`config.mk`:
```
export PLATFORM = sky130hd
export DESIGN_NAME = alias_rf
export DESIGN_NICKNAME = d
export VERILOG_FILES = /design/src/rtl/alias_rf_pkg.sv /design/src/rtl/alias_lane_map.sv /design/src/rtl/alias_rf_store.sv /design/src/rtl/alias_rf.sv
export SDC_FILE = /design/constraint.sdc
export NUM_CORES = 1
export LEC_CHECK = 0
export ABC_AREA = 1
export CAP_MARGIN = 20
export CORE_MARGIN = 10
export CORE_UTILIZATION = 35
export CTS_CLUSTER_DIAMETER = 40
export DETAILED_ROUTE_END_ITERATION = 8
export MAX_ROUTING_LAYER = met4
export PLACE_DENSITY_LB_ADDON = 0.08
export SYNTH_ARGS = -nofsm -noshare
export SYNTH_HDL_FRONTEND = slang
export SYNTH_HIERARCHICAL = 1
export SYNTH_SLANG_ARGS = --single-unit
```
`constraint.sdc`:
```
create_clock -name clk -period 9.3 [get_ports clk]
set_clock_uncertainty 0.05 [all_clocks]
set_input_delay 1.86 -clock clk [delete_from_list [all_inputs] [get_ports clk]]
set_output_delay 1.86 -clock clk [all_outputs]
set_load 0.01 [all_outputs]
```
`src/rtl/alias_rf_pkg.sv`:
```
package alias_rf_pkg;

   typedef enum logic [1:0] {
      CTX_BYTE  = 2'b00,
      CTX_WORD  = 2'b01,
      CTX_DWORD = 2'b10,
      CTX_NONE  = 2'b11
   } ctx_e;

   typedef enum logic [2:0] {
      LANE_OFF,
      LANE_B0,
      LANE_B1,
      LANE_W,
      LANE_D
   } lane_e;

endpackage

```
`src/rtl/alias_lane_map.sv`:
```
module alias_lane_map
   import alias_rf_pkg::*;
#(
   parameter int NUM_REGS = 8,
   localparam int IDX_W = $clog2(NUM_REGS),
   localparam int HALF  = NUM_REGS / 2
) (
   input  logic [IDX_W-1:0] num,
   input  logic [1:0]       ctx,
   output logic [IDX_W-1:0] phys,
   output lane_e            lane
);

   always_comb begin
      phys = num;
      lane = LANE_OFF;
      unique case (ctx)
         CTX_DWORD: lane = LANE_D;
         CTX_WORD:  lane = LANE_W;
         CTX_BYTE: begin
            if (num >= IDX_W'(HALF)) begin
               phys = num - IDX_W'(HALF);
               lane = LANE_B1;
            end else begin
               lane = LANE_B0;
            end
         end
         default:   lane = LANE_OFF;
      endcase
   end

endmodule

```
`src/rtl/alias_rf_store.sv`:
```
module alias_rf_store #(
   parameter int NUM_REGS = 8,
   parameter int REG_W    = 32,
   localparam int IDX_W   = $clog2(NUM_REGS)
) (
   input  logic             clk,
   input  logic             rst,
   input  logic             we,
   input  logic [IDX_W-1:0] widx,
   input  logic [REG_W-1:0] wmask,
   input  logic [REG_W-1:0] wbits,
   input  logic [IDX_W-1:0] ridx,
   output logic [REG_W-1:0] rword
);

   logic [NUM_REGS-1:0][REG_W-1:0] regs;

   for (genvar g = 0; g < NUM_REGS; g++) begin : g_reg
      always_ff @(posedge clk) begin
         if (rst)
            regs[g] <= '0;
         else if (we && widx == IDX_W'(g))
            regs[g] <= (regs[g] & ~wmask) | (wbits & wmask);
      end


      masked_bits_kept_chk: assert property (@(posedge clk) disable iff (rst)
         (we && widx == IDX_W'(g)) |=>
            (((regs[g] ^ $past(regs[g])) & ~$past(wmask)) == '0));


      other_reg_stable_chk: assert property (@(posedge clk) disable iff (rst)
         !(we && widx == IDX_W'(g)) |=> $stable(regs[g]));


      reset_clears_chk: assert property (@(posedge clk)
         rst |=> (regs[g] == '0));
   end

   assign rword = regs[ridx];

endmodule

```
`src/rtl/alias_rf.sv`:
```
module alias_rf
   import alias_rf_pkg::*;
#(
   parameter int NUM_REGS = 8,
   parameter int REG_W    = 32,
   localparam int IDX_W   = $clog2(NUM_REGS),
   localparam int BYTE_W  = 8,
   localparam int WORD_W  = 16
) (
   input  logic             clk,
   input  logic             rst,
   input  logic             wr_en,
   input  logic [IDX_W-1:0] wr_num,
   input  logic [1:0]       wr_ctx,
   input  logic [REG_W-1:0] wr_data,
   input  logic [IDX_W-1:0] rd_num,
   input  logic [1:0]       rd_ctx,
   output logic [REG_W-1:0] rd_data
);

   initial begin
      assert (REG_W >= WORD_W)
         else $error("alias_rf: REG_W must hold a word");
      assert (NUM_REGS >= 2 && (1 << IDX_W) == NUM_REGS)
         else $error("alias_rf: NUM_REGS must be a power of two");
   end

   logic [IDX_W-1:0] w_phys, r_phys;
   lane_e            w_lane, r_lane;
   logic [REG_W-1:0] w_mask, w_bits, r_word;
   logic             w_go;

   alias_lane_map #(.NUM_REGS(NUM_REGS)) u_wmap (
      .num(wr_num), .ctx(wr_ctx), .phys(w_phys), .lane(w_lane));

   alias_lane_map #(.NUM_REGS(NUM_REGS)) u_rmap (
      .num(rd_num), .ctx(rd_ctx), .phys(r_phys), .lane(r_lane));

   always_comb begin
      w_mask = '0;
      w_bits = '0;
      unique case (w_lane)
         LANE_D: begin
            w_mask = '1;
            w_bits = wr_data;
         end
         LANE_W: begin
            w_mask = REG_W'({WORD_W{1'b1}});
            w_bits = REG_W'(wr_data[WORD_W-1:0]);
         end
         LANE_B0: begin
            w_mask = REG_W'({BYTE_W{1'b1}});
            w_bits = REG_W'(wr_data[BYTE_W-1:0]);
         end
         LANE_B1: begin
            w_mask = REG_W'({BYTE_W{1'b1}}) << BYTE_W;
            w_bits = REG_W'(wr_data[BYTE_W-1:0]) << BYTE_W;
         end
         default: ;
      endcase
   end

   assign w_go = wr_en && (w_lane != LANE_OFF);

   alias_rf_store #(.NUM_REGS(NUM_REGS), .REG_W(REG_W)) u_store (
      .clk(clk), .rst(rst), .we(w_go), .widx(w_phys),
      .wmask(w_mask), .wbits(w_bits), .ridx(r_phys), .rword(r_word));

   always_comb begin
      unique case (r_lane)
         LANE_D:  rd_data = r_word;
         LANE_W:  rd_data = REG_W'(r_word[WORD_W-1:0]);
         LANE_B0: rd_data = REG_W'(r_word[BYTE_W-1:0]);
         LANE_B1: rd_data = REG_W'(r_word[2*BYTE_W-1:BYTE_W]);
         default: rd_data = '0;
      endcase
   end


   rd_none_zero_chk: assert property (@(posedge clk) disable iff (rst)
      (rd_ctx == CTX_NONE) |-> (rd_data == '0));


   rd_byte_zext_chk: assert property (@(posedge clk) disable iff (rst)
      (rd_ctx == CTX_BYTE) |-> (rd_data[REG_W-1:BYTE_W] == '0));


   rd_word_zext_chk: assert property (@(posedge clk) disable iff (rst)
      (rd_ctx == CTX_WORD) |-> (rd_data[REG_W-1:WORD_W] == '0));

endmodule

```
==> flow_summary.ini, run 1 <==
[power]
cell_internal_pwr_mw = 2.60
vdd_drop_max_v = 0.000123
clockPowerShare_pct = 58.0
power.leakage_nw = 9.39
p_sw_mw = 0.950
powerDensity_mw_per_mm2 = 190
p_comb_share_pct = 10.6
swShare_pct = 26.8
power_frac_seq_pct = 31.4

[timing]
min_period_ns = 6.74
tightest_slew_ns = 1.11
relSlewSlack_pct = 25.9
rsz0062_at_grt = no
post-route-period-util_pct = 72.5
finalHoldViolCount = 0
fmax_ghz = 0.148
setup_viol = 0
fin_tns_setup_ns = 0
finalMaxSlewViolations = 0

[layout]
fin_cells = 3495
diodes = 0
drive_gt1_share_pct = 5.13
syn2layout_area_growth_pct = 18.4
regArea_mm2 = 0.00512
fill_cells = 4790
fin_nets = 2904
multiInputGateArea_mm2 = 0.00799

[die]
die_w_um = 232
dieArea_mm2 = 0.0540
die_h_um = 232
num_io_pins = 77
initial_core_util_pct = 35.5
core_mm2 = 0.0444
std_cell_rows = 77

[drt]
vias = 16400
initialDrtViolationCount = 1419
drc = 0
wire_per_inst_um = 14.9
avgViaCountPerCell = 4.70
wirelength_um = 52100
ant_nets = 0
firstDrtPassIters = 5

[synthesis]
avgSynthCellArea_um2 = 5.49
synth_flop_cell = dfxtp_1
synth_most_common_cell = nand2_1
synthesis.nets = 2919
synth_edf_count = 0
synth.largest_area_cell = dfxtp_1
netlist_area_mm2 = 0.0158
synth_cell_types = 21
synth_common_cells = nand2_1 (1032), inv_1 (515), nand3_1 (459), nor2_1 (382), dfxtp_1 (256)
ys_seq_area_share_pct = 32.5
ys_top_cells_by_area = dfxtp_1 (32%), nand2_1 (25%), nand3_1 (15%)
synthArstFlopShare_pct = 0
synth_top_area_share_pct = 32.5
synth.ff_latch_count = 256
yosys_warnings = 6
syn-instance-count = 2874

[worst_setup_path]
critPathRequiredTime_ns = 7.39
cp-end-kind = primary output
start_kind = input port
worstPathArrival_ns = 4.83
critPathKind = in -> out
path_max_fanout = 19

[place]
dp_hpwl_um = 27800
portBuffers = 76
place_congestion = 0.777
dp_cells = 3393

[global_route]
grt_pass1_vias = 14800
grt_max_degree = 156
gr-total-overflow = 0
grt_antenna_before_repair = 0
globalRouteTotalUtil_pct = 19.5
grt_pass1_wl_um = 82300

[clock_tree]
post_cts_buffers = 0
cts_max_path_buffers = 3
root_buffer = clkbuf_16
clock_sinks = 256
cts-resized-gates = 0
clk_latency_ns = 0.58
hold_buffers = 0
cts_tree = done
cts-buffers-inserted = 56
cts_max_level = 2
path_clk_slew_ns = 0.04

[hold_path]
hold_class = reg -> reg

[run]
maxCapViolations = 0

[status]
outcome = finished, final reports clean
[power by group through the flow]
| stage | Sequential (mW) | Clock, mW | Combinational [mW] |
|---|---|---|---|
| after global routing | 1.11 | 2.15 | 0.421 |
| after detailed placement | 1.14 | 0 | 0.379 |
| after floorplan | 1.13 | 0 | 0.250 |
| after CTS | 1.11 | 2.10 | 0.380 |
| after global placement | 1.14 | 0 | 0.376 |
| final | 1.11 | 2.06 | 0.377 |
[layout by cell type (no fill, tap or decap)]
cell type,count
nor2_2,5
bufinv_16,8
o21ai_0,8
nor2_1,378
nand2_1,1032
inv_2,5
inv_4,1
nand3_4,1
clkinv_2,11
inv_6,5
buf_4,22
clkbuf_16,57
buf_2,1
nand2_4,2
a21oi_2,2
clkinv_4,3
nand3_1,458
clkinvlp_4,8
a21boi_0,1
nand3b_1,1
dfxtp_1,256
nor2_4,7
nand2_2,2
clkdlybuf4s50_1,74
clkbuf_1,4
inv_8,1
nor3_2,1
a21oi_1,32
inv_1,510
clkbuf_8,7
[cell families after synthesis]
logic type,Yosys count,synth area share (%)
and+or+nand+nor,1887,49.0
buffers and inverters,688,17.1
DFF,256,32.5
AOI/OAI and AO/OA,43,1.43
[through the flow]
stage | power (mW) | instance area [µm²] | util, % | setup WS, ns | hold slack, ns
detailed placement | 1.51 | 16700 | 37.7 | 2.49 | 0.417
CTS | 3.60 | 18700 | 42.1 | 2.50 | 0.429
finish | 3.55 | 18700 | 42.1 | 2.56 | 0.427
floorplan | 1.39 | 15800 | - | 4.41 | 0.402
global route | 3.69 | 18700 | 42.1 | 2.42 | 0.449
global placement | 1.51 | 16700 | 37.7 | 2.63 | 0.412
[final timing paths]
check | cells past startpoint | endpoint | slack [ns] | from
setup / recovery | 10 | rd_data[5] | 2.56 | rd_ctx[1]
hold / removal | 2 | register | 0.43 | register
setup reg to reg | 4 | register | 8.58 | register
hold reg to reg | 2 | register | 0.43 | register
[worst max-delay path: stages]
cell and delay [ns]:
clkdlybuf4s50_1 0.47, nor2_1 0.22, nor2_4 0.07, inv_1 0.64, buf_4 0.50, nand2_1 0.09
nand2_1 0.17, nand2_1 0.08, nand3_1 0.13, clkdlybuf4s50_1 0.57
[final cells by class]
| type | count | share of cell area, % |
|---|---|---|
| clock inverter | 34 | 2.23 |
| multi-input combinational | 1930 | 42.8 |
| tap | 592 | 3.97 |
| inverter | 518 | 10.5 |
| timing repair buffer | 97 | 4.88 |
| sequential | 256 | 27.4 |
| clock buffer | 68 | 8.23 |
[routing by layer]
layer	global-route usage [%]	wire, µm	vias up
met4	5.06	973	0
li1	-	-	8504
met3	3.48	2810	73
met2	30.6	23900	349
met1	25.3	24400	7485
met5	-	0	-
No activity file was read; power rests on OpenSTA's default activity.
==> inputs of run 2 (changes only) <==
==> constraint.sdc (replaced) <==
create_clock -name clk -period 5.43 [get_ports clk]
set_clock_uncertainty 0.05 [all_clocks]
set_input_delay 1.086 -clock clk [delete_from_list [all_inputs] [get_ports clk]]
set_output_delay 1.086 -clock clk [all_outputs]
set_load 0.01 [all_outputs]
==> flow_summary.ini, run 2 (synthesis gave the netlist of run 1 again) <==
[layout]
fill_cells = 4825
multiInputGateArea_mm2 = 0.00799
mostFrequentLayoutCells = nand2_1 (1032), inv_1 (511), nand3_1 (458)
syn2layout_area_growth_pct = 20.8
drive_gt1_share_pct = 5.67
fin_nets = 2922
diodes = 0
final_common_cell = nand2_1
regArea_mm2 = 0.00512
final_util_pct = 42.9

[clock_tree]
root_buffer = clkbuf_16
cts-buffers-inserted = 58
hold_buffers = 0
clock_sinks = 256
clk_latency_ns = 0.59
cts_tree = done
cts_max_path_buffers = 3
post_cts_buffers = 0
cts_max_level = 2
cts-resized-gates = 0
path_clk_slew_ns = 0.04

[global_route]
grt_pass1_vias = 15300
gr-total-overflow = 0
grt_max_degree = 129
globalRouteTotalUtil_pct = 20.0
grt_pass1_wl_um = 84700
grt_antenna_before_repair = 0

[timing]
min_period_ns = 4.66
finalMaxSlewViolations = 0
tightest_slew_ns = 0.953
fin_tns_setup_ns = 0
fmax_ghz = 0.215
setup_viol = 0
rsz0062_at_grt = no
holdWs_ns = 0.425
relSlewSlack_pct = 36.5
finalHoldViolCount = 0
post-route-period-util_pct = 85.7

[die]
die_w_um = 232
die_h_um = 232
core_mm2 = 0.0444
dieArea_mm2 = 0.0540
num_io_pins = 77
std_cell_rows = 77
initial_core_util_pct = 35.5

[drt]
dr_wl_met2_um = 25100
drc = 0
avgViaCountPerCell = 4.71
firstDrtPassIters = 5
wl_met1_um = 25000
initialDrtViolationCount = 1346
wl_met3_um = 2460
top_layer = met4
vias = 16600
wirelength_um = 53600
ant_nets = 0
wire_per_inst_um = 15.2

[power]
power.leakage_nw = 9.61
p_sw_mw = 1.67
p_comb_share_pct = 10.5
vdd_drop_max_v = 0.000248
swShare_pct = 26.1
powerDensity_mw_per_mm2 = 335
cell_internal_pwr_mw = 4.72
clockPowerShare_pct = 59.6
power_frac_seq_pct = 29.9

[worst_setup_path]
path_max_fanout = 15
cp_common_cell = nand2_1
worstPathArrival_ns = 3.52
cp-end-kind = primary output
path_cells = clkdlybuf4s50_1, nor2_1, nor2_4, inv_1, buf_4, nand2_1, nand2_1, nand2_1, nand3_1, clkdlybuf4s50_1
worst_path_max_delay_cell = clkdlybuf4s50_1
critPathMaxStageDelay_ns = 0.58
start_kind = input port
critPathKind = in -> out
critPathRequiredTime_ns = 4.29
cp_top_family = buffers and inverters
worst-path-buf-inv = 4

[place]
place_congestion = 0.778
portBuffers = 76
dp_hpwl_um = 29100

[hold_path]
hold_class = reg -> reg

[run]
maxCapViolations = 0

[status]
outcome = finished, final reports clean
-- run 2: cell count changes in the layout (fill, tap and decap cells not counted), sizes merged --
cell	delta
buf	+16
clkinvlp	-8
clkbuf	+13
bufinv	+2
-- run 2: final timing paths --
path             start          to  slack [ns]  depth (start not counted)
min reg2reg   register    register        0.42                          2
max          rd_ctx[1]  rd_data[3]        0.77                         10
min           register    register        0.42                          2
max reg2reg   register    register        4.74                          4
-- run 2: per-layer routing --
layer	vias to the layer above	GRT usage (%)
met2	350	32.8
met5	-	-
met3	71	2.63
met4	0	5.82
li1	8534	-
met1	7610	25.3
-- run 2: area by class of cell --
cell class,instances,area share [%]
Clock inverter,28,2.23
Inverter,518,10.3
Multi-Input combinational cell,1930,41.9
Sequential cell,256,26.9
Clock buffer,81,8.86
Timing Repair Buffer,113,5.93
Tap cell,592,3.89
-- run 2: power by group through the flow --
stage,registers [mW],logic [mW],clock network [mW]
finish,1.91,0.671,3.80
global route,1.91,0.744,3.97
CTS,1.91,0.674,3.88
detailed placement,1.95,0.672,0
global placement,1.94,0.671,0
floorplan,1.94,0.429,0
-- run 2: worst register-to-register path, stage by stage, from the launching register on --
cell,delay [ns]
dfxtp_1,0.31
inv_1,0.05
nand2_1,0.06
nand2_1,0.05
nor2_1,0.11
-- run 2: stage by stage --
stage | total power [mW] | cell area [µm²] | instances | setup WS, ns
global placement | 2.62 | 16900 | 3409 | 0.814
CTS | 6.46 | 19100 | 3518 | 0.788
floorplan | 2.37 | 15800 | 2874 | 1.93
detailed placement | 2.62 | 16900 | 3409 | 0.795
global route | 6.62 | 19100 | 3518 | 0.671
finish | 6.38 | 19100 | 3518 | 0.775
==> inputs of run 3 (changes only) <==
--- a/config.mk
+++ b/config.mk
@@ -12,7 +12,6 @@
 export CTS_CLUSTER_DIAMETER = 40
 export DETAILED_ROUTE_END_ITERATION = 8
 export MAX_ROUTING_LAYER = met4
-export PLACE_DENSITY_LB_ADDON = 0.08
 export SYNTH_ARGS = -nofsm -noshare
 export SYNTH_HDL_FRONTEND = slang
 export SYNTH_HIERARCHICAL = 1
==> flow_summary.ini, run 3 (synthesis gave the netlist of run 1 again) <==
[drt]
wirelength_um = 50500
ant_nets = 0
vias = 16600
firstDrtPassIters = 5
wire_per_inst_um = 14.4
initialDrtViolationCount = 1512
avgViaCountPerCell = 4.75
drc = 0

[timing]
min_period_ns = 4.58
finalHoldViolCount = 0
rsz0062_at_grt = no
fin_tns_setup_ns = 0
post-route-period-util_pct = 84.3
tightest_slew_ns = 0.889
fin_ws_ns = 0.855
holdWs_ns = 0.428
setup_viol = 0
fmax_ghz = 0.219
relSlewSlack_pct = 40.2
finalMaxSlewViolations = 0

[hold_path]
hold_class = reg -> reg

[layout]
drive_gt1_share_pct = 5.33
mostFrequentLayoutCells = nand2_1 (1032), inv_1 (511), nand3_1 (458)
fin_nets = 2916
syn2layout_area_growth_pct = 18.9
finish.instance_area_mm2 = 0.0188
diodes = 0
final_common_cell = nand2_1

[global_route]
grt_pass1_vias = 15600
gr-total-overflow = 0
grt_max_degree = 129
grt_antenna_before_repair = 0
globalRouteTotalUtil_pct = 18.9
grt_pass1_wl_um = 81700

[clock_tree]
cts-resized-gates = 0
clk_latency_ns = 0.57
cts-buffers-inserted = 50
root_buffer = clkbuf_16
cts_max_path_buffers = 3
post_cts_buffers = 0
cts_max_level = 2
cts_tree = done
clock_sinks = 256
path_clk_slew_ns = 0.04
hold_buffers = 0

[place]
placed_cell_area_mm2 = 0.0169
dp_hpwl_um = 29100
place_congestion = 0.808
pre_cts_ws_ns = 0.782
portBuffers = 76

[die]
num_io_pins = 77
initial_core_util_pct = 35.5
std_cell_rows = 77
die_w_um = 232
dieArea_mm2 = 0.0540
die_h_um = 232
core_mm2 = 0.0444

[power]
vdd_drop_max_v = 0.000199
power.leakage_nw = 9.46
finalPower_mw = 5.94
powerDensity_mw_per_mm2 = 316

[worst_setup_path]
critPathRequiredTime_ns = 4.29
critPathKind = in -> out
ff2ff_setup_slack_ns = 4.73
worstPathArrival_ns = 3.44
cp-end-kind = primary output
path_max_fanout = 17
start_kind = input port

[status]
outcome = finished, final reports clean

[run]
maxCapViolations = 0
-- run 3: routing by layer --
metal  vias up  part of all wire, %  track usage [%]
met4         0                  2.2             5.88
met5         -                    0                -
met1      7574                   45             24.2
met3        75                  6.0             2.91
met2       463                   46             30.3
li1       8505                    -                -
-- run 3: worst paths after layout --
path	start	to	cells after the start
setup / recovery	rd_ctx[1]	rd_data[8]	8
hold / removal	register	register	2
setup reg to reg	register	register	4
hold reg to reg	register	register	2
-- run 3: final cells by class --
cell class	instances	area (µm²)
Fill cell	4717	25700
Sequential cell	256	5120
Multi-Input combinational cell	1930	7990
Clock inverter	31	459
Timing Repair Buffer	115	1130
Inverter	518	1960
Tap cell	592	741
Clock buffer	60	1360
-- run 3: through the flow --
step	cells	util, %
after floorplan	2874	-
after global placement	3410	38.1
after detailed placement	3410	38.1
after CTS	3501	42.2
after global routing	3502	42.2
final	3502	42.2
-- run 3: worst max-delay path: stages --
cell,delay (ns)
clkdlybuf4s50_1,0.54
inv_1,0.06
nor2_1,0.28
nand2_2,0.41
nand2_4,0.29
inv_2,0.10
nor2_1,0.11
clkdlybuf4s50_1,0.55
-- run 3: power by group --
| group | switching (mW) | internal (mW) |
|---|---|---|
| clock | 1.07 | 2.30 |
| combinational | 0.476 | 0.183 |
| sequential | 0.00542 | 1.90 |
| total | 1.55 | 4.38 |
